`config.mk`:
```
export PLATFORM = sky130hd
export DESIGN_NAME = rot_unit
export DESIGN_NICKNAME = d
export VERILOG_FILES = /design/src/rtl/rot_pkg.sv /design/src/rtl/rot_decode.sv /design/src/rtl/rot_core.sv /design/src/rtl/rot_unit.sv
export SDC_FILE = /design/constraint.sdc
export NUM_CORES = 1
export LEC_CHECK = 0
export BUFFER_PORTS_ARGS = -buffer_cell sky130_fd_sc_hd__clkbuf_2
export CORE_MARGIN = 2
export CORE_UTILIZATION = 45
export CTS_CLUSTER_DIAMETER = 30
export DETAILED_ROUTE_END_ITERATION = 7
export PLACE_DENSITY = 0.79
export SETUP_SLACK_MARGIN = 0.05
export SYNTH_ARGS = -nofsm -noshare
export SYNTH_HDL_FRONTEND = slang
export SYNTH_SLANG_ARGS = --single-unit
```
`constraint.sdc`:
```
create_clock -name clk -period 0.8 [get_ports clk]
set_input_delay 0.2 -clock clk [delete_from_list [all_inputs] [get_ports clk]]
set_output_delay 0.2 -clock clk [all_outputs]
set_load 0.01 [all_outputs]
```
`src/rtl/rot_pkg.sv`:
```
package rot_pkg;
   localparam logic [5:0] OPC_SPECIAL = 6'b000000;
   localparam logic [4:0] ROT_MARK    = 5'b00001;
   localparam logic [5:0] FN_W_IMM    = 6'b000010;
   localparam logic [5:0] FN_W_REG    = 6'b000110;
   localparam logic [5:0] FN_D_IMM    = 6'b111010;
   localparam logic [5:0] FN_D_IMM32  = 6'b111110;
   localparam logic [5:0] FN_D_REG    = 6'b010110;

   typedef enum logic [2:0] {
      RK_NONE   = 3'd0,
      RK_W_IMM  = 3'd1,
      RK_W_REG  = 3'd2,
      RK_D_IMM  = 3'd3,
      RK_D_IMM32= 3'd4,
      RK_D_REG  = 3'd5
   } rot_kind_e;

   typedef struct packed {
      rot_kind_e  kind;
      logic       bad;
      logic [4:0] sa;
   } rot_dec_t;
endpackage

```
`src/rtl/rot_decode.sv`:
```
module rot_decode
   import rot_pkg::*;
(
   input  logic [31:0] instr,
   output rot_dec_t    dec
);
   logic [5:0] opc, fn;
   logic [4:0] rsf, saf;
   logic       is_rot, mark_ok;
   rot_kind_e  k;

   assign opc = instr[31:26];
   assign rsf = instr[25:21];
   assign saf = instr[10:6];
   assign fn  = instr[5:0];

   always_comb begin
      k       = RK_NONE;
      is_rot  = 1'b0;
      mark_ok = 1'b0;
      if (opc == OPC_SPECIAL) begin
         unique case (fn)
            FN_W_IMM:   begin is_rot = 1'b1; mark_ok = (rsf == ROT_MARK); k = RK_W_IMM;   end
            FN_W_REG:   begin is_rot = 1'b1; mark_ok = (saf == ROT_MARK); k = RK_W_REG;   end
            FN_D_IMM:   begin is_rot = 1'b1; mark_ok = (rsf == ROT_MARK); k = RK_D_IMM;   end
            FN_D_IMM32: begin is_rot = 1'b1; mark_ok = (rsf == ROT_MARK); k = RK_D_IMM32; end
            FN_D_REG:   begin is_rot = 1'b1; mark_ok = (saf == ROT_MARK); k = RK_D_REG;   end
            default:    begin is_rot = 1'b0; mark_ok = 1'b0; k = RK_NONE; end
         endcase
      end
      dec.kind = (is_rot && mark_ok) ? k : RK_NONE;
      dec.bad  = is_rot && !mark_ok;
      dec.sa   = saf;
   end
endmodule

```
`src/rtl/rot_core.sv`:
```
module rot_core #(
   parameter int W = 64
) (
   input  logic [W-1:0]         din,
   input  logic [$clog2(W)-1:0] amt,
   output logic [W-1:0]         dout
);
   localparam int AW = $clog2(W);

   initial begin
      if (W < 2 || (1 << AW) != W)
         $error("rot_core: W must be a power of two of at least 2");
   end

   logic [2*W-1:0] dbl;
   assign dbl  = {din, din} >> amt;
   assign dout = dbl[W-1:0];
endmodule

```
`src/rtl/rot_unit.sv`:
```
module rot_unit
   import rot_pkg::*;
#(
   parameter int XLEN    = 64,
   parameter bit OUT_REG = 1'b1
) (
   input  logic            clk,
   input  logic            rst_n,
   input  logic [31:0]     instr,
   input  logic [XLEN-1:0] rt_val,
   input  logic [XLEN-1:0] rs_val,
   output logic [XLEN-1:0] wr_data,
   output logic            wr_en,
   output logic            illegal
);
   localparam int HALF = XLEN / 2;
   localparam int WAW  = $clog2(HALF);
   localparam int DAW  = $clog2(XLEN);

   initial begin
      if (XLEN != 64)
         $error("rot_unit: instruction fields assume XLEN of 64");
      if (WAW != 5)
         $error("rot_unit: word amount must be five bits");
   end

   rot_dec_t        dec;
   logic [WAW-1:0]  w_amt;
   logic [DAW-1:0]  d_amt;
   logic [HALF-1:0] w_rot;
   logic [XLEN-1:0] d_rot;
   logic [XLEN-1:0] w_ext;
   logic [XLEN-1:0] nxt_data;
   logic            nxt_en, nxt_ill, is_word;

   rot_decode u_dec (
      .instr (instr),
      .dec   (dec)
   );

   assign is_word = (dec.kind == RK_W_IMM) || (dec.kind == RK_W_REG);

   always_comb begin
      w_amt = (dec.kind == RK_W_REG) ? rs_val[WAW-1:0] : dec.sa;
      unique case (dec.kind)
         RK_D_REG:   d_amt = rs_val[DAW-1:0];
         RK_D_IMM32: d_amt = DAW'(dec.sa) + DAW'(HALF);
         default:    d_amt = DAW'(dec.sa);
      endcase
   end

   rot_core #(.W(HALF)) u_wrot (
      .din  (rt_val[HALF-1:0]),
      .amt  (w_amt),
      .dout (w_rot)
   );

   rot_core #(.W(XLEN)) u_drot (
      .din  (rt_val),
      .amt  (d_amt),
      .dout (d_rot)
   );

   assign w_ext = {{HALF{w_rot[HALF-1]}}, w_rot};

   always_comb begin
      nxt_en   = dec.kind != RK_NONE;
      nxt_ill  = dec.bad;
      nxt_data = '0;
      if (nxt_en) nxt_data = is_word ? w_ext : d_rot;
   end

   generate
      if (OUT_REG) begin : g_reg
         always_ff @(posedge clk or negedge rst_n) begin
            if (!rst_n) begin
               wr_data <= '0;
               wr_en   <= 1'b0;
               illegal <= 1'b0;
            end else begin
               wr_data <= nxt_data;
               wr_en   <= nxt_en;
               illegal <= nxt_ill;
            end
         end
      end else begin : g_comb
         assign wr_data = nxt_data;
         assign wr_en   = nxt_en;
         assign illegal = nxt_ill;
      end
   endgenerate

   assert_no_dual_R7: assert property (@(posedge clk) disable iff (!rst_n)
      !(wr_en && illegal));

   assert_quiet_data_R8: assert property (@(posedge clk) disable iff (!rst_n)
      !wr_en |-> (wr_data == '0));

   assert_word_sext_R1: assert property (@(posedge clk) disable iff (!rst_n)
      is_word |-> (nxt_data[XLEN-1:HALF] == {HALF{w_rot[HALF-1]}}));

   assert_dword_bits_R3: assert property (@(posedge clk) disable iff (!rst_n)
      (nxt_en && !is_word) |-> ($countones(d_rot) == $countones(rt_val)));

   assert_zero_amt_R6: assert property (@(posedge clk) disable iff (!rst_n)
      (nxt_en && !is_word && d_amt == '0) |-> (nxt_data == rt_val));
endmodule

```
==> results of run 1 <==
-- through the flow --
step / worst slack (ps) / cells / TNS, ps / hold WS, ps
4_1_cts: -2150 / 2086 / -145140 / 295
3_3_place_gp: -2770 / 2004 / -156560 / 207
2_1_floorplan: -2080 / 1242 / -126140 / -95.6
3_5_place_dp: -2800 / 2004 / -159860 / 209
-- per-layer routing --
metal  GRT overflow  GRT usage [%]
met5              0           16.6
met4             58           74.1
met3              3           58.7
met2             71           92.4
met1              1           76.0
-- kinds of logic after synthesis --
| logic type | after synthesis | share of synthesized area [%] |
|---|---|---|
| AO/OA/AOI/OAI | 472 | 35.5 |
| flip-flops | 66 | 17.1 |
| multiplexers | 241 | 25.1 |
| AND/OR/NAND/NOR | 320 | 15.2 |
| buffers and inverters | 143 | 7.17 |
-- what timing repair did --
action,CTS
hold buffers,1
cloned,7
pin swaps,59
endpoints found under the setup margin,132
gates resized for setup,241
endpoints found under the hold margin,66
setup buffers,59
==> results.md, run 1 <==
* Post-synth top area cell: mux2i_1
* Chip height at 151 um
* Ys async rst share at 100%
* Share of the synthesized area in the top cell type at 24.1%
* Top cells by area, synth: mux2i_1 (24%), dfrtp_1 (17%), a22oi_1 (7.1%), a211oi_1 (5.5%), nand2_1 (5.2%)
* Starting density of the core at 45.9%
* Syn Std Cell Area at 9680 um^2
* Largest net degree at the start of global routing at 36
* Cell Rows at between 50 and 60
* Total GRT Usage at around 75%
* Cell with the most instances after synthesis: mux2i_1
* Gpl congestion at 1.10
* Syn_nets at 1404
* CTS Buffer Depth at 2
* Status: aborted with a tool error
* Post-synthesis sequential area ratio at 17.1%
* Cells after synthesis at 1242
* DIE WIDTH at around 150 um
* First Err: [ERROR GRT-0232] Routing congestion too high. Check the congestion heatmap in the GUI.
* Yosys warnings at 0
* Post-DP Area at 14600 um^2
* Final HPWL DP at 41800 um
* IO Port Bufs at ~160
* Inserted Clock Buffers at 9
* Exit stage: global routing
* EDFF count, synth at 0
* I/O pin total at 228
* Post-synth cell types at 67
* Dominant synthesized flop cell: dfrtp_1
* Most frequent cells after synthesis: mux2i_1 (233), nand2_1 (134), a22oi_1 (91)
* Syn avg cell area at 7.79 um^2
* Num Clock Sinks at 66
* Synth Register Bits at 66
* Worst EP kind: sequential cell input
* Worst_ep grt: wr_data[8]$_DFF_PN0_/D
* Grt ovf at 133
* H-tree Lvls at 3
* Clock Tree Root: clkbuf_16
==> run 2: changes to the inputs <==
--- a/config.mk
+++ b/config.mk
@@ -7,11 +7,9 @@
 export LEC_CHECK = 0
 export BUFFER_PORTS_ARGS = -buffer_cell sky130_fd_sc_hd__clkbuf_2
 export CORE_MARGIN = 2
-export CORE_UTILIZATION = 45
-export CTS_CLUSTER_DIAMETER = 30
+export CORE_UTILIZATION = 30
 export DETAILED_ROUTE_END_ITERATION = 7
-export PLACE_DENSITY = 0.79
-export SETUP_SLACK_MARGIN = 0.05
+export PLACE_DENSITY_LB_ADDON = 0.15
 export SYNTH_ARGS = -nofsm -noshare
 export SYNTH_HDL_FRONTEND = slang
 export SYNTH_SLANG_ARGS = --single-unit
==> results.md, run 2 <==
* First-pass GRT wire length at 86700 um
* Top Registers: wr_data: 64 flops, illegal: 1 flops, wr_en: 1 flops
* Final worst-path cycle share at 367%
* Cell with the most instances after synthesis: mux2i_1
* Critical Path End Type: flip-flop
* Pins over their slew limit at 0
* Via count at 14100
* Clock Tree Root: clkbuf_16
* Share of the synthesized area in the top cell type at 24.1%
* Top cells by area, synth: mux2i_1 (24%), dfrtp_1 (17%), a22oi_1 (7.1%), a211oi_1 (5.5%), nand2_1 (5.2%)
* Post-synth cell types at 67
* Inserted Clock Buffers at 9
* Final hold slack at just under 200 ps
* Yosys warnings at 0
* Syn avg cell area at around 7.8 um^2
* Sw Share at 40.8%
* Avg Vias per Cell at 6.19
* Max-slew headroom at 58.2%
* Clk network pwr share at 23.8%
* DIE WIDTH at 184 um
* Vias in the first global route at approximately 14000
* Starting density of the core at 30.6%
* Buf/Inv on CP at 4
* WL/cell at about 26 um
* Syn Std Cell Area at 9680 um^2
* IO Port Bufs at 159
* Chip height at 184 um
* Filler Cells Inserted at 2788
* Layout net count at 2035
* Worst IR Drop VDD at 0.821 mV
* First-pass DRT Iterations at 6
* Worst-Margin Slew at approximately 630 ps
* Final HPWL DP at 46000 um
* Top cell family by delay on the critical path: compound AO/OA/AOI/OAI gates
* Required @ worst endpoint at between 1000 and 1500 ps
* Syn_nets at 1404
* Dpl ws at -2780 ps
* Final Setup Violations at 132
* Most frequent cells after synthesis: mux2i_1 (233), nand2_1 (134), a22oi_1 (91)
* CP Class: in -> reg
* RSZ-0062 raised after global routing: yes
* Synth Register Bits at 66
* 1st-iter DRT viols at 1389
* Lkg Pwr at 8.09 nW
* Largest register by flop count: wr_data
* Proportion of power drawn by flip-flops and latches at 16.6%
* Cell Rows at 65
* Max Cap Viol at 0
* Antenna violations before repair at 0
* Most frequent cells in the layout: buf_4 (486), clkbuf_2 (151), nand2_1 (115)
* Dominant synthesized flop cell: dfrtp_1
* Status: finished, violations left
* Total GRT Usage at between 30% and 40%
* EDFF count, synth at 0
* P_int at around 0.012 W
* Max Fclk at 341 MHz
* Gate power share at 59.7%
* Post-synthesis sequential area ratio at 17.1%
* Worst EP arrival at 3150 ps
* Startpoint types: input port
* Area Overhead vs Synth at 95.9%
* Remaining DRCs at 0
* Gpl congestion at 1.02
* Post-Route WL at 60000 um
* Final Critical Period at around 3000 ps
* Failing checks: negative setup slack
* Crit-path cells: buf_6 > or4_4 > buf_6 > nor3_4 > a21o_4 > buf_12 > buf_16 > mux2i_4 > mux2i_4 > mux2_4 > a32o_2 > o41ai_4 > a21oi_2
* Commonest non-fill, non-tap cell in the layout: buf_4
* Cells after synthesis at 1242
* Ant diodes at 0
* CP max FO at 6
* I/O pin total at 228
* Largest register FFs at 64
* Crit path max-delay cell type: or4_4
* Post-synth top area cell: mux2i_1
* Util after Layout at 59.9%
* Psw at 0.00823 W
* Largest net degree at the start of global routing at 55
* Final WS setup at -2130 ps
* Hold WC Path Type: in -> reg
* Layout cells sized above 1 at 62.5%
* Hold path startpoint: instr[21]
* Grt ovf at 0
* Max stage delay on crit path at approximately 560 ps
* Worst Hold Path Cells at 3
* Hold Path Sink: illegal$_DFF_PN0_
* H-tree Lvls at 3
* PD cells at 1060 nW/um^2
* Core area at 31600 um^2
* Num Clock Sinks at 66
* Clock Pin Slew Worst Setup and Hold Paths at 70 ps
* CTS Buffer Depth at 2
* CTS tree: yes
* Total Neg Setup Slack at -146660 ps
* Final Hold Fails at 0
* Ys async rst share at 100%
* Post-route ant nets at 0
* Die Area at 33700 um^2
run 2: cell counts after synthesis:
No cell type changed its count.
run 2: per-layer routing:
layer / up-vias / GRT usage, % / share of wire, %
met5: - / 0 / 0
met4: 0 / 14.7 / 5.5
met3: 184 / 5.23 / 7.8
met2: 763 / 56.0 / 46
met1: 6922 / 44.7 / 41
li1: 6248 / - / -
run 2: layout make-up:
class	instances	area [um^2]	area share, %
flip-flops and latches	66	1650	8.71
clock inverters	7	126	0.667
multi-input cells	1033	10100	53.3
repair buffers	753	6310	33.3
clock buffers	9	225	1.19
well taps	402	503	2.65
inverters	10	40.0	0.211
run 2: logic make-up after synthesis:
group	after synthesis	synth area share, %
multiplexers	241	25.1
AND/OR/NAND/NOR	320	15.2
flip-flops	66	17.1
AO/OA/AOI/OAI	472	35.5
buffers and inverters	143	7.17
run 2: tightest hold or removal path, delay by kind of cell:
family	cells	cell delay [ps]
AO/OA/AOI/OAI	1	180
buffers and inverters	1	80
AND/OR/NAND/NOR	1	50
run 2: stage by stage:
stage / instances / total power (W) / instance area (um^2)
final: 2280 / 0.0202 / 19000
after global routing: 2280 / 0.0208 / 19000
after CTS: 2248 / 0.0188 / 17500
after detailed placement: 2177 / 0.0125 / 15200
after global placement: 2177 / 0.0125 / 15200
after floorplan: 1242 / 0.00777 / 10200
run 2: worst max-delay path by stage:
stage / startpoint / to / slack [ps] / cells after the start
finish: instr[7] / wr_data[61]$_DFF_PN0_ / -2130 / 13
global route: instr[7] / wr_data[61]$_DFF_PN0_ / -2230 / 12
CTS: instr[8] / wr_data[42]$_DFF_PN0_ / -2090 / 16
detailed placement: instr[7] / wr_data[53]$_DFF_PN0_ / -2780 / 13
global placement: instr[7] / wr_data[61]$_DFF_PN0_ / -2740 / 12
floorplan: instr[8] / wr_data[61]$_DFF_PN0_ / -2080 / 14
run 2: repair_timing:
action,4_1_cts,5_1_grt
setup endpoints to repair,132,132
resized for setup,282,232
cloned,4,1
hold buffers,1,0
buffers inserted,54,36
pin swaps,67,71
hold endpoints to repair,66,0
run 2: power by group through the flow:
stage          Sequential, W  Clock (W)  Combinational [W]
3_3_place_gp         0.00340          0            0.00913
6_report             0.00334    0.00479             0.0120
4_1_cts              0.00334    0.00487             0.0106
5_1_grt              0.00334    0.00498             0.0125
2_1_floorplan        0.00340          0            0.00437
3_5_place_dp         0.00340          0            0.00915
Power figures use the tool's default switching activity.
==> run 3: changes to the inputs <==
--- a/config.mk
+++ b/config.mk
@@ -10,6 +10,7 @@
 export CORE_UTILIZATION = 30
 export DETAILED_ROUTE_END_ITERATION = 7
 export PLACE_DENSITY_LB_ADDON = 0.15
+export REMOVE_ABC_BUFFERS = 1
 export SYNTH_ARGS = -nofsm -noshare
 export SYNTH_HDL_FRONTEND = slang
 export SYNTH_SLANG_ARGS = --single-unit
==> results.md, run 3 (synthesized netlist as in run 2, its figures left out) <==
* H-tree Lvls at 3
* Final Hold Fails at 0
* Final WS setup at -2190 ps
* Total GRT Usage at between 30% and 40%
* Pins over their slew limit at 0
* Clock Pin Slew Worst Setup and Hold Paths at approximately 80 ps
* Inserted Clock Buffers at 9
* Worst-Margin Slew at 851 ps
* Chip height at 184 um
* Largest net degree at the start of global routing at 33
* Placed cell count at 2157
* Vias in the first global route at roughly 14000
* Commonest non-fill, non-tap cell in the layout: buf_4
* Avg Vias per Cell at 6.26
* RSZ-0062 raised after global routing: yes
* Layout net count at 2029
* Grt ovf at 0
* CTS tree: yes
* Startpoint types: input port
* Final Setup Violations at about 130
* First-pass DRT Iterations at 5
* Remaining DRCs at 0
* Die Area at between 30000 and 40000 um^2
* Max Cap Viol at 0
* Fin cells at 2274
* Uppermost layer routed: met4
* CP max FO at 9
* Filler Cells Inserted at 2779
* Largest register FFs at 64
* Status: finished, violations left
* Worst IR Drop VDD at 0.841 mV
* Num Clock Sinks at 66
* Antenna violations before repair at 0
* Final worst-path cycle share at 373%
* Post-DP Area at 14400 um^2
* DR WL met2 at 28700 um
* 1st-iter DRT viols at 1485
* Final Critical Period at 2990 ps
* Largest register by flop count: wr_data
* Max Fclk at 335 MHz
* Lkg Pwr at 8.05 nW
* First-pass GRT wire length at 91300 um
* Cell Rows at 65
* Layout cells sized above 1 at between 60 and 70%
* Ant diodes at 0
* Total Neg Setup Slack at -149640 ps
* Max-slew headroom at 43.1%
* WL/cell at 28.3 um
* Wl on met1 at 26500 um
* Critical Path End Type: flip-flop
* PD cells at 1060 nW/um^2
* I/O pin total at 228
* Most frequent cells in the layout: buf_4 (485), clkbuf_2 (152), mux2i_1 (122)
* Gpl congestion at 1.02
* Via count at about 14000
* Post-Route WL at 64300 um
* Failing checks: negative setup slack
* Final HPWL DP at 48300 um
* Met3 Wirelength at 5390 um
* IO Port Bufs at 159
* DIE WIDTH at between 150 and 200 um
* Core area at 31600 um^2
* CP Class: in -> reg
* Critical path startpoint: instr[7]
* Area Overhead vs Synth at 92.6%
* Hold WC Path Type: in -> async
* Dpl ws at -3000 ps
* Top Registers: wr_data: 64 flops, illegal: 1 flops, wr_en: 1 flops
* Post-route ant nets at 0
* Worst EP arrival at 3300 ps
* Fin area at roughly 19000 um^2
* Required @ worst endpoint at 1110 ps
* CTS Buffer Depth at 2
* Clock Tree Root: clkbuf_16
* Starting density of the core at around 30%
## run 3: per-layer routing
metal / GRT usage (%) / vias to the layer above
li1: - / 6232
met1: 48.8 / 6994
met2: 58.2 / 821
met3: 6.20 / 182
met4: 16.5 / 0
met5: 0 / -
## run 3: where the power goes
part	switching (W)	internal, W
combinational	0.00664	0.00548
clock	0.00182	0.00251
sequential	0.0000000839	0.00334
total	0.00846	0.0113
## run 3: worst max-delay path, cell delays in order
cell and delay [ps]:
buf_6 90, or4_4 590, buf_6 150, nor3_4 180
a21o_4 220, buf_12 170, buf_6 130, mux2i_4 70
mux2i_4 320, buf_6 160, o22ai_1 100, a21oi_2 170
buf_4 160, o21ai_1 80, nor4_2 320, buf_4 160
## run 3: what timing repair did
action / 4_1_cts / 5_1_grt
pin swaps: 52 / 78
resized for setup: 320 / 301
cloned: 9 / 4
hold endpoints to repair: 66 / 0
hold buffers: 1 / 0
endpoints found under the setup margin: 132 / 132
buffers inserted: 42 / 53
## run 3: cell type report
type	instances	area (um^2)	share of cell area [%]
inverter	10	37.5	0.201
clock inverter	6	65.1	0.349
clock buffer	10	239	1.28
multi-input combinational	1035	10000	53.8
tap	402	503	2.70
sequential	66	1650	8.87
timing repair buffer	745	6110	32.8
## run 3: final timing paths
kind / end / slack [ps] / cells past startpoint
max in group asynchronous: wr_data[30]$_DFF_PN0_ / 140 / 3
min in group clk: illegal$_DFF_PN0_ / 270 / 5
min: wr_data[5]$_DFF_PN0_ / 220 / 2
max: wr_data[14]$_DFF_PN0_ / -2190 / 16
## run 3: stage by stage
| step | utilization, % | hold slack, ps | total power (W) |
|---|---|---|---|
| floorplan | - | -95.6 | 0.00729 |
| global placement | 45.5 | 61.3 | 0.0122 |
| detailed placement | 45.5 | 65.7 | 0.0122 |
| CTS | 52.7 | 228 | 0.0179 |
| global route | 58.9 | 237 | 0.0204 |
| finish | 58.9 | 217 | 0.0198 |
==> run 4: changes to the inputs <==
--- a/config.mk
+++ b/config.mk
@@ -6,6 +6,8 @@
 export NUM_CORES = 1
 export LEC_CHECK = 0
 export BUFFER_PORTS_ARGS = -buffer_cell sky130_fd_sc_hd__clkbuf_2
+export CELL_PAD_IN_SITES_DETAIL_PLACEMENT = 1
+export CELL_PAD_IN_SITES_GLOBAL_PLACEMENT = 1
 export CORE_MARGIN = 2
 export CORE_UTILIZATION = 30
 export DETAILED_ROUTE_END_ITERATION = 7
==> results.md, run 4 (synthesized netlist as in run 2, its figures left out) <==
* I/O pin total at 228
* Filler Cells Inserted at 3665
* Max-slew headroom at 52.7%
* Area Overhead vs Synth at 82.7%
* Total Neg Setup Slack at -152530 ps
* Final Hold Fails at 0
* Hold WC Path Type: in -> async
* Final Setup Violations at 132
* Most frequent cells in the layout: buf_4 (499), clkbuf_2 (153), mux2i_1 (130)
* Num Clock Sinks at 66
* Placed cell count at 2208
* Fin cells at about 2300
* Dpl ws at -3190 ps
* RSZ-0062 raised after global routing: yes
* First-pass GRT wire length at 94900 um
* Avg Vias per Cell at 6.32
* Via count at between 10000 and 15000
* Gpl congestion at 1.02
* Layout cells sized above 1 at 56.3%
* Total Power at 0.0195 W
* Chip height at 184 um
* Total GRT Usage at 37.8%
* Clock Pin Slew Worst Setup and Hold Paths at 80 ps
* Largest register FFs at between 60 and 70
* Final HPWL DP at 51600 um
* Final Critical Period at 3070 ps
* CP Class: in -> reg
* Largest register by flop count: wr_data
* Top cell family by delay on the critical path: compound AO/OA/AOI/OAI gates
* PD cells at between 1000 and 1500 nW/um^2
* Remaining DRCs at 0
* Util after Layout at 55.9%
* WL/cell at around 30 um
* Worst EP arrival at 3300 ps
* Critical path startpoint: instr[10]
* Vias in the first global route at between 10000 and 15000
* Commonest non-fill, non-tap cell in the layout: buf_4
* Core area at around 32000 um^2
* CTS Buffer Depth at 2
* Antenna violations before repair at 1
* CP max FO at 6
* Failing checks: negative setup slack
* Die Area at 33700 um^2
* Inserted Clock Buffers at 9
* First-pass DRT Iterations at 7
* Max Cap Viol at 0
* Top Registers: wr_data: 64 flops, illegal: 1 flops, wr_en: 1 flops
* Final WS setup at -2270 ps
* Final worst-path cycle share at 384%
* IO Port Bufs at roughly 160
* Pins over their slew limit at 0
* 1st-iter DRT viols at 1312
* Crit-path cells: buf_6 > or4_4 > buf_6 > nor3_4 > a21o_4 > buf_12 > buf_12 > buf_16 > mux2i_4 > mux2i_4 > mux2_4 > a32o_2 > o41ai_4 > a21oi_2
* Startpoint types: input port
* CTS tree: yes
* Max stage delay on crit path at slightly below 600 ps
* Critical Path End Type: flip-flop
* DIE WIDTH at around 180 um
* Clock Tree Root: clkbuf_16
* Lkg Pwr at 7.82 nW
* Layout net count at 2013
* Cell Rows at 65
* Worst IR Drop VDD at about 1.1 mV
* Status: finished, violations left
* Required @ worst endpoint at 1030 ps
* Post-route ant nets at 0
* Crit path max-delay cell type: or4_4
* Post-Route WL at 66800 um
* Buf/Inv on CP at 5
* Largest net degree at the start of global routing at 31
* Max Fclk at 326 MHz
* Worst-Margin Slew at 708 ps
* Starting density of the core at a little under a third
* H-tree Lvls at 3
* Grt ovf at 0
==> run 4: cell type report <==
class | instances | area (um^2) | area share, %
Timing Repair Buffer | 731 | 5870 | 33.2
Clock inverter | 6 | 88.8 | 0.502
Tap cell | 402 | 503 | 2.84
Sequential cell | 66 | 1650 | 9.34
Clock buffer | 10 | 229 | 1.29
Antenna cell | 1 | 2.50 | 0.0142
Multi-Input combinational cell | 1033 | 9300 | 52.6
Inverter | 10 | 37.5 | 0.212
==> run 4: worst max-delay path by stage <==
stage                                       end  slack, ps  cells past startpoint
after floorplan           wr_data[27]$_DFF_PN0_      -4810                      8
after global placement    wr_data[21]$_DFF_PN0_      -3270                     12
after detailed placement  wr_data[21]$_DFF_PN0_      -3190                     12
after CTS                 wr_data[52]$_DFF_PN0_      -2150                     15
after global routing      wr_data[55]$_DFF_PN0_      -2350                     16
final                     wr_data[61]$_DFF_PN0_      -2270                     14
==> run 4: power breakdown <==
group          internal, W  switching (W)
Combinational      0.00513        0.00638
Clock              0.00275        0.00192
Sequential         0.00334   0.0000000562
Total               0.0112        0.00830
==> run 4: metal layers <==
metal	track usage, %	vias up	routed length, um
met5	0	-	0
li1	-	6202	-
met3	4.64	165	4390
met4	14.8	0	3210
met1	49.9	7235	28300
met2	62.7	682	30900
==> run 4: repair_timing <==
item                       4_1_cts  5_1_grt
hold endpoints to repair        66        0
cloned                           3        3
setup endpoints to repair      132      132
pin swaps                       33       36
resized for setup              240      175
hold buffers                     1        0
setup buffers                   19       15
==> run 4: stage by stage <==
step           hold WS (ps)  area, um^2
3_3_place_gp           59.7       14900
5_1_grt                 263       17700
4_1_cts                 251       16600
2_1_floorplan         -95.6        9020
6_report                236       17700
3_5_place_dp           63.2       14900
